<file path="src/rtl/oled_cmd_decoder.sv">
module oled_cmd_decoder #(
  parameter int COLS  = 132,
  parameter int PAGES = 8
) (
  input  logic                                clk,
  input  logic                                rst_n,
  input  logic                                byte_valid,
  input  logic [7:0]                          byte_data,
  input  logic                                xfer_end,
  input  logic                                redraw_clr,
  output logic [7:0]                          rd_data,
  output logic                                fb_we,
  output logic [$clog2(COLS*PAGES)-1:0]       fb_addr,
  output logic [7:0]                          fb_wdata,
  output logic                                redraw,
  output logic                                cmd_err,
  output logic [7:0]                          column,
  output logic [$clog2(PAGES)-1:0]            page,
  output logic                                mirror,
  output logic                                all_on,
  output logic                                inverse,
  output logic                                disp_en
);
  localparam int AW = $clog2(COLS*PAGES);
  localparam int PW = $clog2(PAGES);
  localparam logic [7:0] COL_END = 8'(COLS);

  typedef enum logic [1:0] {M_IDLE, M_DATA, M_CMD, M_ARG} mode_t;
  mode_t mode;

  logic take, wr_now;
  assign take    = byte_valid && !xfer_end;
  assign wr_now  = take && mode == M_DATA && column < COL_END;
  assign rd_data = 8'hFF;

  always_ff @(posedge clk) begin
    if (!rst_n) begin
      mode     <= M_IDLE;
      fb_we    <= 1'b0;
      fb_addr  <= '0;
      fb_wdata <= '0;
      redraw   <= 1'b0;
      cmd_err  <= 1'b0;
      column   <= '0;
      page     <= '0;
      mirror   <= 1'b0;
      all_on   <= 1'b0;
      inverse  <= 1'b0;
      disp_en  <= 1'b0;
    end else begin
      fb_we   <= wr_now;
      cmd_err <= 1'b0;
      redraw  <= wr_now | (redraw & ~redraw_clr);
      if (xfer_end) begin
        mode <= M_IDLE;
      end else if (take) begin
        unique case (mode)
          M_IDLE: begin
            if (byte_data == 8'h80)      mode <= M_CMD;
            else if (byte_data == 8'h40) mode <= M_DATA;
            else                         cmd_err <= 1'b1;
          end
          M_DATA: begin
            if (wr_now) begin
              fb_addr  <= AW'(column) + AW'(page) * AW'(COLS);
              fb_wdata <= byte_data;
              column   <= column + 8'd1;
            end
          end
          M_ARG: mode <= M_IDLE;
          M_CMD: begin
            mode <= M_IDLE;
            if (byte_data <= 8'h0F)
              column[3:0] <= byte_data[3:0];
            else if (byte_data <= 8'h20)
              column[7:4] <= byte_data[3:0];
            else if (byte_data >= 8'h40 && byte_data <= 8'h7F)
              ;
            else if (byte_data >= 8'hB0 && byte_data <= 8'hBF)
              page <= PW'(byte_data[2:0]);
            else if (byte_data >= 8'hC0 && byte_data <= 8'hC8)
              ;
            else begin
              case (byte_data)
                8'hA0: mirror  <= 1'b0;
                8'hA1: mirror  <= 1'b1;
                8'hA4: all_on  <= 1'b0;
                8'hA5: all_on  <= 1'b1;
                8'hA6: inverse <= 1'b0;
                8'hA7: inverse <= 1'b1;
                8'hAE: disp_en <= 1'b0;
                8'hAF: disp_en <= 1'b1;
                8'h81, 8'hA8, 8'hAD, 8'hD3, 8'hD5,
                8'hD8, 8'hD9, 8'hDA, 8'hDB: mode <= M_ARG;
                8'hE3: ;
                default: cmd_err <= 1'b1;
              endcase
            end
          end
          default: mode <= M_IDLE;
        endcase
      end
    end
  end
endmodule

</file>
<file path="config.mk">
export PLATFORM = sky130hd
export DESIGN_NAME = oled_cmd_decoder
export DESIGN_NICKNAME = d
export VERILOG_FILES = /design/src/rtl/oled_cmd_decoder.sv
export SDC_FILE = /design/constraint.sdc
export NUM_CORES = 1
export LEC_CHECK = 0
export CORE_ASPECT_RATIO = 0.8
export CORE_UTILIZATION = 40
export DETAILED_ROUTE_END_ITERATION = 8
export GPL_ROUTABILITY_DRIVEN = 0
export PLACE_DENSITY = 0.68
export SYNTH_ARGS = -nofsm -noshare
export SYNTH_HDL_FRONTEND = slang
export SYNTH_SLANG_ARGS = --single-unit
</file>
<file path="constraint.sdc">
create_clock -name clk -period 2.96 [get_ports clk]
set_input_delay 0.888 -clock clk [delete_from_list [all_inputs] [get_ports clk]]
set_output_delay 0.888 -clock clk [all_outputs]
set_load 0.005 [all_outputs]
</file>
## Yosys cells after proc, flatten, opt, wreduce, memory -nomap -nowiden

Index checks and enable logic that the tools add are counted.

| storage, ports and cells | value |
|---|---|
| flip-flop bits (word level) | 39 |
| input bits | 13 |
| output and inout port bits | 45 |
| word-level logic and storage cells | 118 |

| operators by class | value |
|---|---|
| $add $sub $neg | 2 |
| multiply operators | 1 |
| order comparisons | 9 |
| eq/ne operators | 28 |
| mux-type cells | 27 |
| bitwise gates (word level) | 11 |
| reductions and logical operators | 27 |

Operators by type and width:

| cell | count |
|---|---|
| 8-bit == test, second input constant | 19 |
| 9-bit AND reduction | 4 |
| 18-bit OR reduction | 1 |
| 8-bit >= comparator, second input constant | 2 |
| 8-bit <= comparator, second input constant | 2 |
| 2-bit 2-to-1 mux | 8 |
| 8-bit one-hot mux with 2 select lines | 1 |
| 4-bit 2-to-1 mux | 3 |
| 8-bit by 11-bit adder with 11-bit output | 1 |
| 1-bit one-hot mux with 2 select lines | 5 |
| 2-bit nonzero test | 5 |
| 3-bit by 6-bit multiplier with 9-bit output, second input constant | 1 |
| 1-bit NOT | 9 |
| 9-bit OR reduction | 1 |
| 8-bit by 1-bit adder with 8-bit output, second input constant | 1 |
| 8-bit by 7-bit == test with 1-bit output, second input constant | 1 |
| 8-bit by 7-bit >= comparator with 1-bit output, second input constant | 1 |
| 8-bit by 4-bit <= comparator with 1-bit output, second input constant | 1 |
| 8-bit by 6-bit <= comparator with 1-bit output, second input constant | 1 |
| 8-bit by 7-bit <= comparator with 1-bit output, second input constant | 1 |
| 8-bit less-than comparator, second input constant | 1 |
| 1-bit 2-to-1 mux | 8 |
| 8-bit 2-to-1 mux | 1 |
| 2-bit != test, second input constant | 4 |
| 17 further kinds | 23 |

## Depth between registers and ports, before layout

Gate-level depths: netlist of run 1.

| logic depth | value |
|---|---|
| depth after elaboration | 9 |
| depth in mapped cells | 8 |
| mapped depth without buffers | 8 |

## Least setup slack after synthesis of run 1

OpenSTA, ideal clock, no wires.

| timing path | value |
|---|---|
| path kind | input-to-reg |
| from | in byte_data[3] |
| to | reg column[5] |
| library setup time | 0.092 ns |
| arrival time | 2.512 ns |
| data required time | 2.868 ns |
| path slack | 0.356 ns |
| stages on the path | 6 |
| buffers on the path | 1 |
| path through | buf_2 -> or3_4 -> or2_1 -> a2111o_1 -> and2_4 -> o32ai_1 |

| on the way | value |
|---|---|
| longest elaborated chain between the ends | 3 |
| elaborated cells between the ends (all ways) | 5 |
| classes of those cells | order compare: 2; eq/ne: 2; reduce/logical: 1 |

Ends and longest elaborated chain:

| item | RTL line | RTL |
|---|---|---|
| start: declaration | 8 | `input logic [7:0] byte_data,` |
| 8-bit by 6-bit <= comparator with 1-bit output / 8-bit by 4-bit <= comparator with 1-bit output (equally long branches) | 75, 73 |  |
| 2-bit != test (no source line) | - |  |
| 6-bit AND reduction (no source line) * | - |  |
| end signal: assignment | 67 | `column <= column + 8'd1;` |
| end signal: assignment | 76 | `column[7:4] <= byte_data[3:0];` |
| end: declaration | 17 | `output logic [7:0] column,` |

Every way passes the cells marked *; elsewhere a longest branch is shown, timed or not.
A chain may end at the register's enable or synchronous reset.

## Final worst setup path of run 1

| timing path | value |
|---|---|
| from | in byte_data[1] |
| to | reg cmd_err |

| on the way | value |
|---|---|
| longest elaborated chain between the ends | 9 |
| elaborated cells between the ends (all ways) | 41 |
| classes of those cells | order compare: 8; eq/ne: 20; mux: 9; reduce/logical: 4 |

Ends and longest elaborated chain:

| item | RTL line | RTL |
|---|---|---|
| 8-bit == test | 84 | `case (byte_data)` |
| 18-bit OR reduction (no source line) | - |  |
| 1-bit 2-to-1 mux | 84 |  |
| 1-bit 2-to-1 mux | 81 | `else if (byte_data >= 8'hC0 && byte_data <= 8'hC8)` |
| 1-bit 2-to-1 mux | 79 | `else if (byte_data >= 8'hB0 && byte_data <= 8'hBF)` |
| 1-bit 2-to-1 mux | 77 | `else if (byte_data >= 8'h40 && byte_data <= 8'h7F)` |
| 1-bit 2-to-1 mux | 75 | `else if (byte_data <= 8'h20)` |
| 1-bit 2-to-1 mux | 73 | `if (byte_data <= 8'h0F)` |
| 1-bit one-hot mux with 2 select lines * | 57 | `unique case (mode)` |
| end signal: assignment | 52 | `cmd_err <= 1'b0;` |
| end signal: assignment | 61 | `else cmd_err <= 1'b1;` |
| end signal: assignment | 96 | `default: cmd_err <= 1'b1;` |
| end: declaration | 16 | `output logic cmd_err,` |

Marked as above.

==> tab_implementation.tex, run 1 <==
\begin{tabular}{lr}
\hline
Metric & Value \\
\hline
\multicolumn{2}{l}{\textbf{Outcome}} \\
\quad Result of the run & finished clean \\
\multicolumn{2}{l}{\textbf{Logic synthesis}} \\
\quad Post-synth EDFFs & 0 \\
\quad Count of state elements after synthesis & 39 \\
\quad Synthesis warning total & 0 \\
\quad Fraction of synthesis flops using an asynchronous set or reset pin & 0 \\
\quad Combined area of all synthesized cells & 0.002255 mm² \\
\quad Number of standard cells after synthesis & 291 \\
\quad Fraction of the yosys area taken by sequential cells & 0.3463 \\
\quad Number of distinct library cells after synthesis & roughly 60 \\
\quad Main synth FF type & sky130\_fd\_sc\_hd\_\_dfxtp\_1 \\
\quad Mean Syn Cell Area & 7.748 µm² \\
\multicolumn{2}{l}{\textbf{Power}} \\
\quad Worst-case vdd ir drop & between 0.2 and 0.25 mV \\
\quad P per Cell Area & 340.5 mW/mm² \\
\quad Power Total & 1.019 mW \\
\quad Leakage Power & 1.032 nW \\
\multicolumn{2}{l}{\textbf{Layout}} \\
\quad Post-route cell area & 0.002992 mm² \\
\quad Most common cell after layout, fill and taps aside & sky130\_fd\_sc\_hd\_\_nand2\_1 \\
\quad Number of nets in the layout & 368 \\
\quad Util after Layout & 0.5504 \\
\quad Total inserted antenna cells & 0 \\
\quad Fraction of layout cells with a size suffix above 1 & 0.1029 \\
\quad Total area of multi-input combinational cells & 0.001324 mm² \\
\quad FF+latch area & 780.7 µm² \\
\quad Area growth, synth to finish & 32.69\% \\
\quad Layout filler cell count & 533 \\
\quad Highest-count cells in the layout ignoring fill and taps & 52 x sky130\_fd\_sc\_hd\_\_nand2\_1, 49 x sky130\_fd\_sc\_hd\_\_clkdlybuf4s50\_1, 39 x sky130\_fd\_sc\_hd\_\_dfxtp\_1 \\
\multicolumn{2}{l}{\textbf{Routing}} \\
\quad Detailed-routing iteration count for the pre-antenna-repair pass & 4 \\
\quad Residual antenna-violating net count after detailed routing & 0 \\
\quad Average wire per standard cell & between 10 and 15 µm \\
\quad DR DRC count & 0 \\
\quad Iteration-0 DRC Markers & 116 \\
\quad Average vias per placed instance & 5.299 \\
\quad Total Routed Length & 5.907 mm \\
\quad Vias after detailed routing & approximately 2.3k \\
\multicolumn{2}{l}{\textbf{Die}} \\
\quad I/O pin total & between 50 and 60 \\
\quad Core Box Area & approximately 0.0054 mm² \\
\quad Initial cell density of the core & 0.4148 \\
\quad Cell Rows & 24 \\
\quad DIE WIDTH & 85.94 µm \\
\quad Die Y-Extent & around 69 µm \\
\quad Die outline area & 0.005943 mm² \\
\multicolumn{2}{l}{\textbf{STA}} \\
\quad Final critical-path share of the clock period & 0.9431 \\
\quad Hold slack & 0.4572 ns \\
\quad Achievable clock frequency & approximately 0.36 GHz \\
\quad Normalized max-slew margin & 0.6605 \\
\quad Total Negative Setup Slacks & 0 ns \\
\quad Final Max Tran Viols & 0 \\
\quad Clock Skews & between 0.006 and 0.007 ns \\
\quad Setup repair after global routing missed its margin & no \\
\quad Transition at the pin with the smallest max-transition slack & between 0.5 and 0.6 ns \\
\quad Final number of setup-violating endpoints & 0 \\
\quad Time the worst path needs with I/O delays and setup & 2.791 ns \\
\quad Final Hold Violating Endpoints & 0 \\
\multicolumn{2}{l}{\textbf{Clock tree}} \\
\quad Clock tree from TritonCTS & done \\
\quad Number of hold buffers added after cts & 0 \\
\quad Cells resized by post-CTS repair & 0 \\
\quad H-tree levels & 2 \\
\quad Reg clk slew, reported paths & 0.08 ns \\
\quad Clock Latency Late Sink & approximately 0.3 ns \\
\quad Clock sink count & 39 \\
\quad Number of buffers inserted during clock tree synthesis & 5 \\
\quad CTS max path bufs & 2 \\
\quad Library cell used as clock root buffer & sky130\_fd\_sc\_hd\_\_clkbuf\_8 \\
\quad Buffers inserted by post-CTS timing repair & 0 \\
\multicolumn{2}{l}{\textbf{Worst setup path}} \\
\quad Cell seen most often among critical-path stages & sky130\_fd\_sc\_hd\_\_o32ai\_1 \\
\quad Family with the most delay on the worst path & compound AO/OA/AOI/OAI gates \\
\quad Ordered cell list for the critical path & clkdlybuf4s50\_1, or4b\_2, a2111oi\_0, a41oi\_1, o32ai\_1, o32ai\_1 \\
\quad Buf/Inv on CP & 1 \\
\quad Maximum net fanout on the critical path & 4 \\
\quad Kind of start point of the critical path & input port \\
\quad Cell with the largest stage delay on the worst path & sky130\_fd\_sc\_hd\_\_or4b\_2 \\
\quad Category of the critical setup timing path & input port to register \\
\quad Crit path required time & 3.12 ns \\
\quad Data arrival time of the critical path & 2.96 ns \\
\quad Largest stage delay on the critical path & between 0.6 and 0.7 ns \\
\quad CP endpoint kind & register \\
\multicolumn{2}{l}{\textbf{Run}} \\
\quad Max Cap Viol & 0 \\
\multicolumn{2}{l}{\textbf{Global route}} \\
\quad Vias in the first global route & around 2k \\
\quad Remaining global-route overflow & 0 \\
\quad Largest net degree at the start of global routing & 23 \\
\quad GRT Util Overall & 0.2117 \\
\quad Antenna violations before repair & 0 \\
\quad Global-route wire length before repair & 9.915 mm \\
\multicolumn{2}{l}{\textbf{Min path}} \\
\quad Hold/Removal Path Class & register to register \\
\multicolumn{2}{l}{\textbf{Place}} \\
\quad Area after detailed placement & 0.002892 mm² \\
\quad PortBufs & 49 \\
\quad Detailed placement HPWL & 4.377 mm \\
\hline
\end{tabular}
[registers in the layout, summed over array words and instances (netlist names)]
register / count
redraw: 1
column: 8
page: 3
fb_addr: 11
mirror: 1
cmd_err: 1
all_on: 1
fb_we: 1
fb_wdata: 8
disp_en: 1
mode: 2
inverse: 1
[cells in the mapped netlist (all sizes together), types with 2 or more instances]
library cell   n  share of area
or2            3         0.0083
nand3          4         0.0089
and3           2         0.0055
a22oi          2         0.0067
o31ai          2         0.0067
o21ai         14          0.031
nor2b          5          0.014
a21o           2         0.0067
buf           14          0.042
nand2b         6          0.017
nand2         52          0.087
a31oi          2         0.0055
mux2i          7          0.031
nor2          19          0.032
ha             5          0.028
nand4          2         0.0055
xor2           2         0.0078
inv            9          0.015
o21a           3          0.010
nor4           8          0.022
or4            2         0.0067
a21oi         24          0.053
o22ai          3         0.0083
and2           2         0.0067
xnor2          5          0.019
dfxtp         39           0.35
o32ai          4          0.016
nor3           6          0.013
a211oi         6          0.020
clkbuf        13          0.022
[metrics by stage]
stage / instances / setup slack [ns]
floorplan: 298 / 0.3562
global placement: 420 / -0.1185
detailed placement: 420 / -0.09016
CTS: 428 / 0.1946
global route: 428 / 0.05273
finish: 428 / 0.1685
[kinds of logic (layout without fill, tap and decap cells)]
kind of cell,Yosys count,count (layout),share of synthesized area
AOI/OAI and AO/OA,75,75,0.2159
DFF,39,39,0.3463
other,1,8,0.001663
muxes,8,8,0.03607
buffers and inverters,36,88,0.07825
adders and majority gates,6,6,0.03663
xor gates and xnor gates,7,7,0.02719
and+or+nand+nor,119,119,0.2581
[worst min-delay path, delay by kind of cell (launching register included)]
kind            cells  cell delay (ns)
flops               1             0.31
simple gates        1             0.05
compound gates      1             0.05
[metal layers]
layer  wire length [µm]  global-route usage
met1               3090              0.3178
met2               2439              0.2937
met3                281             0.04072
met4                 95             0.08519
met5                  0                   0
[where the power goes]
| group | switching (mW) | leakage (nW) | total (mW) | internal, mW |
|---|---|---|---|---|
| combinational | 0.0514 | 0.666 | 0.0942 | 0.0427 |
| sequential | 0.000144 | 0.314 | 0.525 | 0.525 |
| clock | 0.187 | 0.0515 | 0.399 | 0.213 |
| total | 0.238 | 1.03 | 1.02 | 0.780 |
[final timing paths]
path	startpoint	endpoint	slack, ns	cells after the start
hold / removal	fb_addr[5]	fb_addr[5]	0.46	2
hold reg to reg	fb_addr[5]	fb_addr[5]	0.46	2
setup / recovery	byte_data[1]	cmd_err	0.17	6
setup reg to reg	column[2]	fb_addr[8]	0.91	8
[final cells by class]
| type | count | area share |
|---|---|---|
| clock buffer | 8 | 0.03346 |
| inverter | 9 | 0.01129 |
| multi-input combinational | 223 | 0.4425 |
| sequential | 39 | 0.2610 |
| tap | 78 | 0.03262 |
| timing repair buffer | 71 | 0.2192 |
Note: power is estimated with default switching activity, not from simulation.
==> inputs of run 2 (changes only) <==
- CORE_ASPECT_RATIO: 0.8 -> not set
==> run 2 against run 1 <==
Setup slack lost 0.061 ns. Critical endpoint unchanged. Cell count shrank 2.1%. Global-route usage shrank 1.1 points. Cell area shrank 1.0%. Clock-buffer cell count shrank 2. Wire length shrank 1.8%.
==> tab_implementation.tex, run 2 (synthesis results as in run 1) <==
\begin{tabular}{lr}
\hline
Metric & Value \\
\hline
\multicolumn{2}{l}{\textbf{Power}} \\
\quad Worst-case vdd ir drop & 0.2535 mV (+24\%) \\
\quad Internal Power & 0.7305 mW (-6.4\%) \\
\quad Power Total & 0.9679 mW (-5.0\%) \\
\quad P per Cell Area & 326.9 mW/mm² (-4.0\%) \\
\quad Reg power frac & 0.542 (+0.027) \\
\quad Power spent charging and discharging nets & 0.2374 mW (-0.43\%) \\
\quad Net switching fraction of the power & 0.2453 (+0.01121) \\
\quad Leakage Power & 1.016 nW (-1.5\%) \\
\quad Power share of the clock group & 0.362 (-0.030) \\
\quad Portion of total power attributed to combinational logic & 0.095 (+0.003) \\
\multicolumn{2}{l}{\textbf{Layout}} \\
\quad Most common cell after layout, fill and taps aside & sky130\_fd\_sc\_hd\_\_nand2\_1 \\
\quad Highest-count cells in the layout ignoring fill and taps & 52 x sky130\_fd\_sc\_hd\_\_nand2\_1, 49 x sky130\_fd\_sc\_hd\_\_clkdlybuf4s50\_1, 39 x sky130\_fd\_sc\_hd\_\_dfxtp\_1 \\
\quad Register containing the most flip-flops in the final layout & fb\_addr \\
\quad Area growth, synth to finish & 31.30\% \\
\quad Post-route cell area & 0.002960 mm² (-1.0\%) \\
\quad Max reg flops & 11 (unchanged) \\
\quad Total inserted antenna cells & 0 (unchanged) \\
\quad Registers with the highest flip-flop counts & fb\_addr: 11 flops, column: 8 flops, fb\_wdata: 8 flops \\
\quad Number of nets in the layout & 367 (-0.27\%) \\
\quad Fraction of layout cells with a size suffix above 1 & 0.1003 (-0.002571) \\
\quad Layout filler cell count & 515 (-3.4\%) \\
\multicolumn{2}{l}{\textbf{Routing}} \\
\quad DR DRC count & 0 (unchanged) \\
\quad Residual antenna-violating net count after detailed routing & 0 (unchanged) \\
\quad Average vias per placed instance & 5.360 (+1.2\%) \\
\quad Detailed-routing iteration count for the pre-antenna-repair pass & 4 (unchanged) \\
\quad Total Routed Length & 5.803 mm (-1.8\%) \\
\quad Average wire per standard cell & 13.85 µm (+0.35\%) \\
\quad Vias after detailed routing & 2246 (-0.97\%) \\
\quad Iteration-0 DRC Markers & 151 (+30\%) \\
\multicolumn{2}{l}{\textbf{STA}} \\
\quad Time the worst path needs with I/O delays and setup & 2.853 ns (+0.06143 ns) \\
\quad Clock Skews & 0.008779 ns (+0.002489 ns) \\
\quad Final Hold Violating Endpoints & 0 (unchanged) \\
\quad Achievable clock frequency & 0.3505 GHz (-2.2\%) \\
\quad Setup repair after global routing missed its margin & no \\
\quad Transition at the pin with the smallest max-transition slack & 0.5111 ns (+0.001791 ns) \\
\quad Normalized max-slew margin & 0.6582 (-0.002250) \\
\quad Final critical-path share of the clock period & 0.9638 (+0.02075) \\
\quad Final Max Tran Viols & 0 (unchanged) \\
\quad Final worst-path setup slack & 0.1071 ns (-0.06143 ns) \\
\quad Hold slack & 0.4531 ns (-0.004186 ns) \\
\quad Final number of setup-violating endpoints & 0 (unchanged) \\
\multicolumn{2}{l}{\textbf{Clock tree}} \\
\quad Reg clk slew, reported paths & 0.08 ns (about the same) \\
\quad Number of buffers inserted during clock tree synthesis & 5 (unchanged) \\
\quad CTS max path bufs & 2 (unchanged) \\
\quad Clock Latency Late Sink & 0.29 ns (about the same) \\
\quad Library cell used as clock root buffer & sky130\_fd\_sc\_hd\_\_clkbuf\_8 \\
\quad Clock sink count & 39 (unchanged) \\
\quad Clock tree from TritonCTS & done \\
\quad Number of hold buffers added after cts & 0 (unchanged) \\
\quad H-tree levels & 2 (unchanged) \\
\multicolumn{2}{l}{\textbf{Worst setup path}} \\
\quad Kind of start point of the critical path & input port \\
\quad Family with the most delay on the worst path & compound AO/OA/AOI/OAI gates \\
\quad Critical path destination & cmd\_err \\
\quad Crit path required time & 3.12 ns (about the same) \\
\quad Category of the critical setup timing path & input port to register \\
\quad Buf/Inv on CP & 1 (unchanged) \\
\quad Cell seen most often among critical-path stages & sky130\_fd\_sc\_hd\_\_o32ai\_1 \\
\quad Startpoint of the lowest-slack register-to-register path & column[2] \\
\quad Largest stage delay on the critical path & 0.68 ns (about the same) \\
\quad Cell with the largest stage delay on the worst path & sky130\_fd\_sc\_hd\_\_or4b\_2 \\
\quad Maximum net fanout on the critical path & 4 (unchanged) \\
\quad Register-to-register setup slack & 0.90 ns (about the same) \\
\quad Ordered cell list for the critical path & clkdlybuf4s50\_1, or4b\_2, a2111oi\_1, a41oi\_1, o32ai\_1, o32ai\_1 \\
\quad Startpoint of the most critical setup path & byte\_data[1] \\
\quad Number of cells on the worst reg-to-reg path & 6 (-2) \\
\quad CP endpoint kind & register \\
\quad Data arrival time of the critical path & 3.01 ns (+0.05 ns) \\
\quad Reg-to-reg endpoint & fb\_addr[8] \\
\quad Logic depth of the worst setup path including buffers & 6 (unchanged) \\
\multicolumn{2}{l}{\textbf{Global route}} \\
\quad GRT Util Overall & 0.2003 (-0.01144) \\
\quad Largest net degree at the start of global routing & 16 (-30\%) \\
\quad Global-route wire length before repair & 9.501 mm (-4.2\%) \\
\quad Remaining global-route overflow & 0 (unchanged) \\
\quad Vias in the first global route & 1986 (-2.6\%) \\
\quad Antenna violations before repair & 0 (unchanged) \\
\multicolumn{2}{l}{\textbf{Outcome}} \\
\quad Result of the run & finished clean \\
\multicolumn{2}{l}{\textbf{Place}} \\
\quad Area after detailed placement & 0.002874 mm² (-0.61\%) \\
\quad PortBufs & 49 (unchanged) \\
\quad Pre-CTS WS & -0.2483 ns (-0.1581 ns) \\
\quad Detailed placement HPWL & 4.267 mm (-2.5\%) \\
\multicolumn{2}{l}{\textbf{Die}} \\
\quad I/O pin total & 58 (unchanged) \\
\quad Cell Rows & 26 (+8.3\%) \\
\quad Die outline area & 0.005941 mm² (about the same) \\
\quad Die Y-Extent & 77.08 µm (+11\%) \\
\quad Core Box Area & 0.005270 mm² (-3.0\%) \\
\quad Initial cell density of the core & 0.4278 (+0.01300) \\
\quad DIE WIDTH & 77.08 µm (-10\%) \\
\multicolumn{2}{l}{\textbf{Min path}} \\
\quad Hold/Removal Path Class & register to register \\
\multicolumn{2}{l}{\textbf{Run}} \\
\quad Max Cap Viol & 0 (unchanged) \\
\hline
\end{tabular}
## run 2: cell count changes in the layout (fill, tap and decap cells not counted)
cell / change
sky130_fd_sc_hd__a2111oi_0: -1
sky130_fd_sc_hd__a2111oi_1: +1
sky130_fd_sc_hd__buf_4: -1
sky130_fd_sc_hd__clkbuf_8: -2
sky130_fd_sc_hd__clkinv_2: +1
sky130_fd_sc_hd__clkinvlp_4: +1
## run 2: worst min-delay path, cell delays in order, from the launching register on
cell                      delay, ns
sky130_fd_sc_hd__dfxtp_1       0.31
sky130_fd_sc_hd__nand2_1       0.05
sky130_fd_sc_hd__a21oi_1       0.05
## run 2: layer usage
layer,track usage,part of all wire,vias up
met5,0,0,-
met4,0.07736,0.015,0
met3,0.03929,0.056,8
met2,0.3080,0.46,77
met1,0.2747,0.47,1033
li1,-,-,1128
## run 2: layout make-up
type,count,area (µm²),area share
clock buffers,6,72.57,0.02451
clock inverters,2,12.51,0.004227
inverters,9,33.78,0.01141
multi-input cells,223,1325,0.4476
flip-flops and latches,39,780.7,0.2637
well taps,70,87.58,0.02959
repair buffers,70,648.1,0.2189
## run 2: per-stage QoR
| step | instances | setup TNS [ns] | util |
|---|---|---|---|
| 2_1_floorplan | 298 | 0 | - |
| 3_3_place_gp | 411 | -0.3680 | 0.5453 |
| 3_5_place_dp | 411 | -0.7648 | 0.5453 |
| 4_1_cts | 419 | 0 | 0.5615 |
| 5_1_grt | 419 | 0 | 0.5617 |
| 6_report | 419 | 0 | 0.5617 |
## run 2: power groups by stage
| stage | registers [mW] | logic (mW) | clock network (mW) |
|---|---|---|---|
| final | 0.525 | 0.0922 | 0.351 |
| after CTS | 0.525 | 0.0904 | 0.366 |
| after detailed placement | 0.537 | 0.0900 | 0 |
| after global placement | 0.537 | 0.0901 | 0 |
| after global routing | 0.525 | 0.0991 | 0.394 |
| after floorplan | 0.537 | 0.0544 | 0 |
## run 2: worst min-delay path by stage
| stage | from | endpoint | slack, ns | cells after the start |
|---|---|---|---|---|
| detailed placement | fb_addr[10] | fb_addr[10] | 0.45 | 2 |
| global placement | fb_addr[10] | fb_addr[10] | 0.44 | 2 |
| finish | fb_addr[10] | fb_addr[10] | 0.45 | 2 |
| CTS | fb_addr[10] | fb_addr[10] | 0.46 | 2 |
| global route | fb_wdata[3] | fb_wdata[3] | 0.47 | 2 |
| floorplan | fb_addr[4] | fb_addr[4] | 0.45 | 2 |
## run 2: what timing repair did
action | CTS | global route
endpoints found under the hold margin | 0 | 0
setup buffers | 0 | 0
setup endpoints to repair | 0 | 1
gates resized for setup | 0 | 1
